==> src/rtl/fb_fetch_pkg.sv <==
package fb_fetch_pkg;

  typedef enum logic [7:0] {
    FMT_ARGB = 8'h08,
    FMT_ABGR = 8'h09,
    FMT_XRGB = 8'h10,
    FMT_XBGR = 8'h11
  } fb_fmt_e;

  typedef struct packed {
    logic [7:0] a;
    logic [7:0] r;
    logic [7:0] g;
    logic [7:0] b;
  } pix_t;

  function automatic logic fmt_ok(logic [7:0] f);
    return (f == FMT_ARGB) || (f == FMT_ABGR) || (f == FMT_XRGB) || (f == FMT_XBGR);
  endfunction

  function automatic pix_t unpack(logic [7:0] f, logic [31:0] d);
    pix_t p;
    p = '0;
    case (f)
      FMT_XRGB, FMT_ARGB: begin
        p.b = d[7:0];  p.g = d[15:8]; p.r = d[23:16];
      end
      FMT_XBGR, FMT_ABGR: begin
        p.r = d[7:0];  p.g = d[15:8]; p.b = d[23:16];
      end
      default: p = '0;
    endcase
    if (f == FMT_ARGB || f == FMT_ABGR) p.a = d[31:24];
    else if (f == FMT_XRGB || f == FMT_XBGR) p.a = 8'hFF;
    return p;
  endfunction

endpackage

==> src/rtl/fb_req_gen.sv <==
module fb_req_gen #(
  parameter int ADDR_W   = 64,
  parameter int STRIDE_W = 32,
  parameter int DIM_W    = 16
) (
  input  logic              clk_i,
  input  logic              rst_ni,
  input  logic              enable_i,
  input  logic              start_i,
  input  logic [ADDR_W-1:0] base_i,
  input  logic [STRIDE_W-1:0] stride_i,
  input  logic [DIM_W-1:0]  width_i,
  input  logic [DIM_W-1:0]  height_i,
  input  logic              req_ready_i,
  output logic              req_valid_o,
  output logic [ADDR_W-1:0] req_addr_o
);
  localparam logic [ADDR_W-1:0]   WORD_BYTES = ADDR_W'(4);
  localparam logic [ADDR_W-1:0]   ADDR_MASK  = ~ADDR_W'(3);
  localparam logic [STRIDE_W-1:0] STR_MASK   = ~STRIDE_W'(3);

  logic              busy_q;
  logic [DIM_W-1:0]  x_q, y_q, w_q, h_q;
  logic [ADDR_W-1:0] line_q, addr_q;
  logic [STRIDE_W-1:0] stride_q;
  logic [ADDR_W-1:0] next_line;

  assign next_line = line_q + ADDR_W'(stride_q);

  always_ff @(posedge clk_i or negedge rst_ni) begin
    if (!rst_ni) begin
      busy_q   <= 1'b0;
      x_q      <= '0;
      y_q      <= '0;
      w_q      <= '0;
      h_q      <= '0;
      line_q   <= '0;
      addr_q   <= '0;
      stride_q <= '0;
    end else if (!enable_i) begin
      busy_q <= 1'b0;
    end else if (start_i) begin
      line_q   <= base_i & ADDR_MASK;
      addr_q   <= base_i & ADDR_MASK;
      stride_q <= stride_i & STR_MASK;
      w_q      <= width_i;
      h_q      <= height_i;
      x_q      <= '0;
      y_q      <= '0;
      busy_q   <= (width_i != '0) && (height_i != '0);
    end else if (busy_q && req_ready_i) begin
      if (x_q == w_q - 1'b1) begin
        x_q    <= '0;
        line_q <= next_line;
        addr_q <= next_line;
        if (y_q == h_q - 1'b1) busy_q <= 1'b0;
        else                   y_q    <= y_q + 1'b1;
      end else begin
        x_q    <= x_q + 1'b1;
        addr_q <= addr_q + WORD_BYTES;
      end
    end
  end

  assign req_valid_o = busy_q && enable_i;
  assign req_addr_o  = addr_q;
endmodule

==> src/rtl/fb_unpack.sv <==
module fb_unpack
  import fb_fetch_pkg::*;
#(
  parameter int DIM_W  = 16,
  parameter int DATA_W = 32
) (
  input  logic              clk_i,
  input  logic              rst_ni,
  input  logic              enable_i,
  input  logic              start_i,
  input  logic [DIM_W-1:0]  width_i,
  input  logic [DIM_W-1:0]  height_i,
  input  logic [7:0]        fmt_i,
  input  logic              rsp_valid_i,
  input  logic [DATA_W-1:0] rsp_data_i,
  output logic              pix_valid_o,
  output pix_t              pix_o,
  output logic              frame_done_o
);
  logic             active_q;
  logic [DIM_W-1:0] px_q, py_q, w_q, h_q;
  logic             acc, col_last, row_last;

  assign acc      = active_q && enable_i && rsp_valid_i;
  assign col_last = (px_q == w_q - 1'b1);
  assign row_last = (py_q == h_q - 1'b1);

  always_ff @(posedge clk_i or negedge rst_ni) begin
    if (!rst_ni) begin
      active_q     <= 1'b0;
      px_q         <= '0;
      py_q         <= '0;
      w_q          <= '0;
      h_q          <= '0;
      pix_valid_o  <= 1'b0;
      pix_o        <= '0;
      frame_done_o <= 1'b0;
    end else begin
      pix_valid_o  <= acc;
      frame_done_o <= acc && col_last && row_last;
      if (acc) pix_o <= unpack(fmt_i, rsp_data_i[31:0]);
      if (!enable_i) begin
        active_q <= 1'b0;
      end else if (start_i) begin
        active_q <= (width_i != '0) && (height_i != '0);
        w_q      <= width_i;
        h_q      <= height_i;
        px_q     <= '0;
        py_q     <= '0;
      end else if (acc) begin
        if (col_last) begin
          px_q <= '0;
          py_q <= py_q + 1'b1;
          if (row_last) active_q <= 1'b0;
        end else begin
          px_q <= px_q + 1'b1;
        end
      end
    end
  end
endmodule

==> src/rtl/fb_line_fetch.sv <==
module fb_line_fetch
  import fb_fetch_pkg::*;
#(
  parameter int REG_W = 32,
  parameter int DIM_W = 16
) (
  input  logic             clk_i,
  input  logic             rst_ni,
  input  logic             enable_i,
  input  logic [REG_W-1:0] base_lo_i,
  input  logic [REG_W-1:0] base_hi_i,
  input  logic [REG_W-1:0] stride_i,
  input  logic [REG_W-1:0] in_size_i,
  input  logic [7:0]       fmt_i,
  output logic             req_valid_o,
  input  logic             req_ready_i,
  output logic [2*REG_W-1:0] req_addr_o,
  input  logic             rsp_valid_i,
  input  logic [REG_W-1:0] rsp_data_i,
  output logic             pix_valid_o,
  output logic [7:0]       pix_r_o,
  output logic [7:0]       pix_g_o,
  output logic [7:0]       pix_b_o,
  output logic [7:0]       pix_a_o,
  output logic             frame_done_o,
  output logic             fmt_err_o
);
  localparam int ADDR_W = 2 * REG_W;
  localparam int H_LSB  = REG_W / 2;

  logic             en_q, start;
  logic [DIM_W-1:0] width, height;
  pix_t             pix;

  assign start  = enable_i && !en_q;
  assign width  = in_size_i[DIM_W-1:0];
  assign height = in_size_i[H_LSB +: DIM_W];

  always_ff @(posedge clk_i or negedge rst_ni) begin
    if (!rst_ni) begin
      en_q      <= 1'b0;
      fmt_err_o <= 1'b0;
    end else begin
      en_q <= enable_i;
      if (enable_i && !fmt_ok(fmt_i)) fmt_err_o <= 1'b1;
    end
  end

  fb_req_gen #(.ADDR_W(ADDR_W), .STRIDE_W(REG_W), .DIM_W(DIM_W)) u_req (
    .clk_i       (clk_i),
    .rst_ni      (rst_ni),
    .enable_i    (enable_i),
    .start_i     (start),
    .base_i      ({base_hi_i, base_lo_i}),
    .stride_i    (stride_i),
    .width_i     (width),
    .height_i    (height),
    .req_ready_i (req_ready_i),
    .req_valid_o (req_valid_o),
    .req_addr_o  (req_addr_o)
  );

  fb_unpack #(.DIM_W(DIM_W), .DATA_W(REG_W)) u_unp (
    .clk_i        (clk_i),
    .rst_ni       (rst_ni),
    .enable_i     (enable_i),
    .start_i      (start),
    .width_i      (width),
    .height_i     (height),
    .fmt_i        (fmt_i),
    .rsp_valid_i  (rsp_valid_i),
    .rsp_data_i   (rsp_data_i),
    .pix_valid_o  (pix_valid_o),
    .pix_o        (pix),
    .frame_done_o (frame_done_o)
  );

  assign pix_r_o = pix.r;
  assign pix_g_o = pix.g;
  assign pix_b_o = pix.b;
  assign pix_a_o = pix.a;
endmodule

==> config.mk <==
export PLATFORM = sky130hd
export DESIGN_NAME = fb_line_fetch
export DESIGN_NICKNAME = d
export VERILOG_FILES = /design/src/rtl/fb_fetch_pkg.sv /design/src/rtl/fb_req_gen.sv /design/src/rtl/fb_unpack.sv /design/src/rtl/fb_line_fetch.sv
export SDC_FILE = /design/constraint.sdc
export NUM_CORES = 1
export LEC_CHECK = 0
export BUFFER_PORTS_ARGS = -buffer_cell sky130_fd_sc_hd__buf_2
export CAP_MARGIN = 5
export CORE_MARGIN = 2
export CORE_UTILIZATION = 43
export CTS_BUF_LIST = sky130_fd_sc_hd__clkbuf_16
export DETAILED_ROUTE_END_ITERATION = 8
export SLEW_MARGIN = 20
export SYNTH_ARGS = -nofsm -noshare
export SYNTH_HDL_FRONTEND = slang
export SYNTH_HIERARCHICAL = 1
export SYNTH_SLANG_ARGS = --single-unit
export TNS_END_PERCENT = 1
==> constraint.sdc <==
create_clock -name clk_i -period 8.1 [get_ports clk_i]
set_input_delay 0.405 -clock clk_i [delete_from_list [all_inputs] [get_ports clk_i]]
set_output_delay 0.405 -clock clk_i [all_outputs]
set_load 0.05 [all_outputs]
==> metrics.cfg <==
[status]
run_status = finished clean

[worst_setup_path]
timing.critical_path.fanout_max = 42
worst-endpoint-arrival_ps = 4790
critical_path.startpoint_type = flip-flop
crit_path_end_kind = flip-flop
worst_r2r_path_depth = 10
crit_path_cell_trace = nor4_2 > nand4_1 > a221o_1 > a221oi_2 > a41oi_4 > buf_4 > nor2_4 > buf_4 > nor2_1 > a221o_1
critPathRequiredTime_ps = 8560
timing.critical_path.slowest_stage_cell = nor2_4
cp_slowest_stage_delay_ps = 630
critPathKind = flip-flop to flip-flop

[global_route]
antenna_found_initial = 5
grt_pass1_wl_mm = 110
first_global_vias = 19900
grt-ovfl-total = 0
grt_max_degree = 140
grt_util_all_layers = 0.273

[routing]
drt-total-wl_mm = 70.2
vias = 20500
drt-pass1-iter-count = 6
drc_errors = 0
drt-wirelength-per-cell_um = 20.8
dr.first_iter.drc_count = 2175
final_antenna_net_count = 0
drt-vias-per-instance = 6.08

[die]
die-width_um = 225
die_area_um2 = 50700
start_util = 0.433
die_height_um = 225
core_um2 = 48600
placement_rows = 81
number_of_i_o_pins = 273

[clocking]
clock_tree_from_tritoncts = yes
root_buffer = clkbuf_16
clkTransAtPathRegs_ps = 60
cts_post_setup_buffers_inserted = 0
clkSinkCount = 321
number_of_buffers_created_by_cts = 40
ctsResizeCount = 0
clk_path_buf_depth = 3
worstSkewPairLatency_ps = 570
cts.htree.levels = 2

[timing]
finalHoldViolations = 0
report.final.setup_viol = 0
pin_slew_with_the_least_headroom_to_its_limit_ps = 1110
timing.slew.headroom = 0.260
postLayoutSetupSlackWorst_ps = 3760
clock-skew-final_ps = 25.6
max_freq_mhz = 231
drv_slew = 0
grt_setup_unrepaired = false
timing.final.crit_period_ps = 4340
finalCritPeriodShare = 0.535
fin_tns_setup_ps = 0

[logic_synthesis]
yosys_register_bits = 321
synth.lib_cells_used.distinct = 95
synth_async_sr_flop_share = 1.00
netlist.top_cell.by_area = dfrtp_1
synthFlopType = dfrtp_1
netlist.area_leader.share = 0.382
ys_top_cells_by_area = dfrtp_1 (38%), nand2_1 (8.9%), xnor2_1 (4.1%)
synth_area_um2 = 21100
synth_seq_area_share = 0.382
synth_enable_flop_cells = 0
synthesis.yosys.warnings = 6
avgSynthCellArea_um2 = 8.27
synthesized_instance_count = 2544
syn-num-nets = 2757

[layout]
share_of_post_route_cells_with_drive_strength_above_1 = 0.146
final_design_area_no_fill_um2 = 24000
layoutNonFillerInstCount = 3378
filler_cell_count = 4819
layout-area-overhead-vs-synth_pct = 14.2
nets = 2941

[place]
dp_hpwl_mm = 48.0
io_buffers = 268
placed_area_um2 = 22800
gp_routability_congestion = 0.909
placed_cells = 3305
place_worst_setup_slack_ps = 3780

[min_path]
worst_hold_path.num_cells = 3
class_of_the_worst_hold_path = input port to flip-flop

[run]
max_cap_check_violation_count = 0

[pwr]
leakagePower_nw = 10.6
power_density_nw_per_um2 = 215
worst_ir_drop_vdd_mv = 0.126

## cell families (layout without fill, tap and decap cells)
group | Yosys count | count (layout) | share of synthesized area
AO/OA/AOI/OAI | 652 | 652 | 0.209
AND/OR/NAND/NOR | 1115 | 1115 | 0.254
adder cells (fa/ha/maj) | 40 | 40 | 0.0241
buffers and inverters | 206 | 417 | 0.0399
flip-flops | 321 | 321 | 0.382
other | 0 | 1 | 0
multiplexers | 50 | 50 | 0.0240
XOR/XNOR | 160 | 160 | 0.0666
## registers in the layout, indices dropped and copies added (netlist names)
signal / cells
u_req/req_addr_o: 63
u_req/line_q: 62
u_unp/pix_o: 32
u_req/stride_q: 30
u_req/h_q: 16
u_req/w_q: 16
u_req/x_q: 16
u_req/y_q: 16
u_unp/h_q: 16
u_unp/px_q: 16
u_unp/py_q: 16
u_unp/w_q: 16
en_q: 1
fmt_err_o: 1
u_req/busy_q: 1
u_unp/active_q: 1
u_unp/frame_done_o: 1
u_unp/pix_valid_o: 1
## final cells by class
cell class / count / area, um2 / area share
well taps: 622 / 778 / 0.0324
clock inverters: 29 / 186 / 0.00775
clock buffers: 40 / 1000 / 0.0416
inverters: 51 / 191 / 0.00796
flip-flops and latches: 321 / 8030 / 0.334
diodes: 1 / 2.50 / 0.000104
multi-input cells: 2017 / 12200 / 0.509
repair buffers: 297 / 1610 / 0.0668
## per-layer routing
layer  vias up  global-route usage  wire [um]
li1       9691                   -          -
met1      9940               0.363      30300
met2       766               0.453      33100
met3       128              0.0456       4990
met4         8              0.0848       1830
met5         -                   0         57
## what timing repair did
action | 4_1_cts | 5_1_grt
hold endpoints to repair | 110 | 0
setup endpoints to repair | 0 | 0
hold buffers | 2 | 0
## critical path: cells and delay by family, from the launching register on
family / cells / cell delay, ps
AO/OA/AOI/OAI: 4 / 1310
flip-flops: 1 / 480
buffers and inverters: 2 / 880
AND/OR/NAND/NOR: 4 / 1500
## cells in the mapped netlist, drive strengths merged (8+ instances only)
| master | instances |
|---|---|
| nor2b | 8 |
| nand2b | 13 |
| inv | 51 |
| nor3 | 83 |
| a21o | 29 |
| o22ai | 34 |
| nand3 | 95 |
| a211oi | 17 |
| a31oi | 34 |
| dfrtp | 321 |
| o21a | 20 |
| or4 | 25 |
| xor2 | 62 |
| o2111ai | 13 |
| and2 | 16 |
| clkbuf | 119 |
| nor4b | 10 |
| o211ai | 37 |
| o21bai | 8 |
| a21oi | 122 |
| o21ai | 167 |
| buf | 36 |
| a311oi | 10 |
| o31ai | 31 |
| a31o | 9 |
| nand2 | 502 |
| nor2 | 140 |
| a22oi | 17 |
| or3 | 29 |
| a221oi | 8 |
| o31a | 8 |
| nand4 | 54 |
| mux2i | 46 |
| ha | 39 |
| nor4 | 46 |
| xnor2 | 98 |
| and4 | 16 |
| and3 | 50 |
| a222oi | 15 |
## path summary, 6_finish.rpt
| path | from | to | slack, ps |
|---|---|---|---|
| worst max-delay path | u_req/w_q[3] | u_req/line_q[34] | 3760 |
| worst min-delay path | stride_i[6] | u_req/stride_q[6] | 30 |
| worst max register to register | u_req/w_q[3] | u_req/line_q[34] | 3760 |
| worst min register to register | u_unp/pix_o[18] | u_unp/pix_o[18] | 470 |
| max in group asynchronous | rst_ni | u_req/req_addr_o[9] | 6300 |
| min in group asynchronous | rst_ni | u_unp/w_q[8] | 490 |
## layout by cell type, fill, tap and decap left out, drive strengths merged, types with 59 or more instances in the layout
cell type / netlist / final
nor3: 83 / 83
xor2: 62 / 62
nor2: 140 / 140
buf: 36 / 295
inv: 51 / 59
a21oi: 122 / 122
xnor2: 98 / 98
o21ai: 167 / 167
nand3: 95 / 95
dfrtp: 321 / 321
nand2: 502 / 502
## per-stage QoR
step           hold WS, ps  utilization  power (W)
2_1_floorplan          109            -    0.00304
3_3_place_gp           454        0.469    0.00345
3_5_place_dp           462        0.469    0.00348
4_1_cts               15.1        0.493    0.00519
5_1_grt               37.2        0.494    0.00544
6_report              34.5        0.494    0.00517
## power breakdown
part           total (W)  switching [W]  internal (W)
registers        0.00200       0.000218       0.00178
logic            0.00149       0.000968      0.000526
clock network    0.00168       0.000722      0.000955
total            0.00517        0.00191       0.00326
No activity file was read; power rests on OpenSTA's default activity.
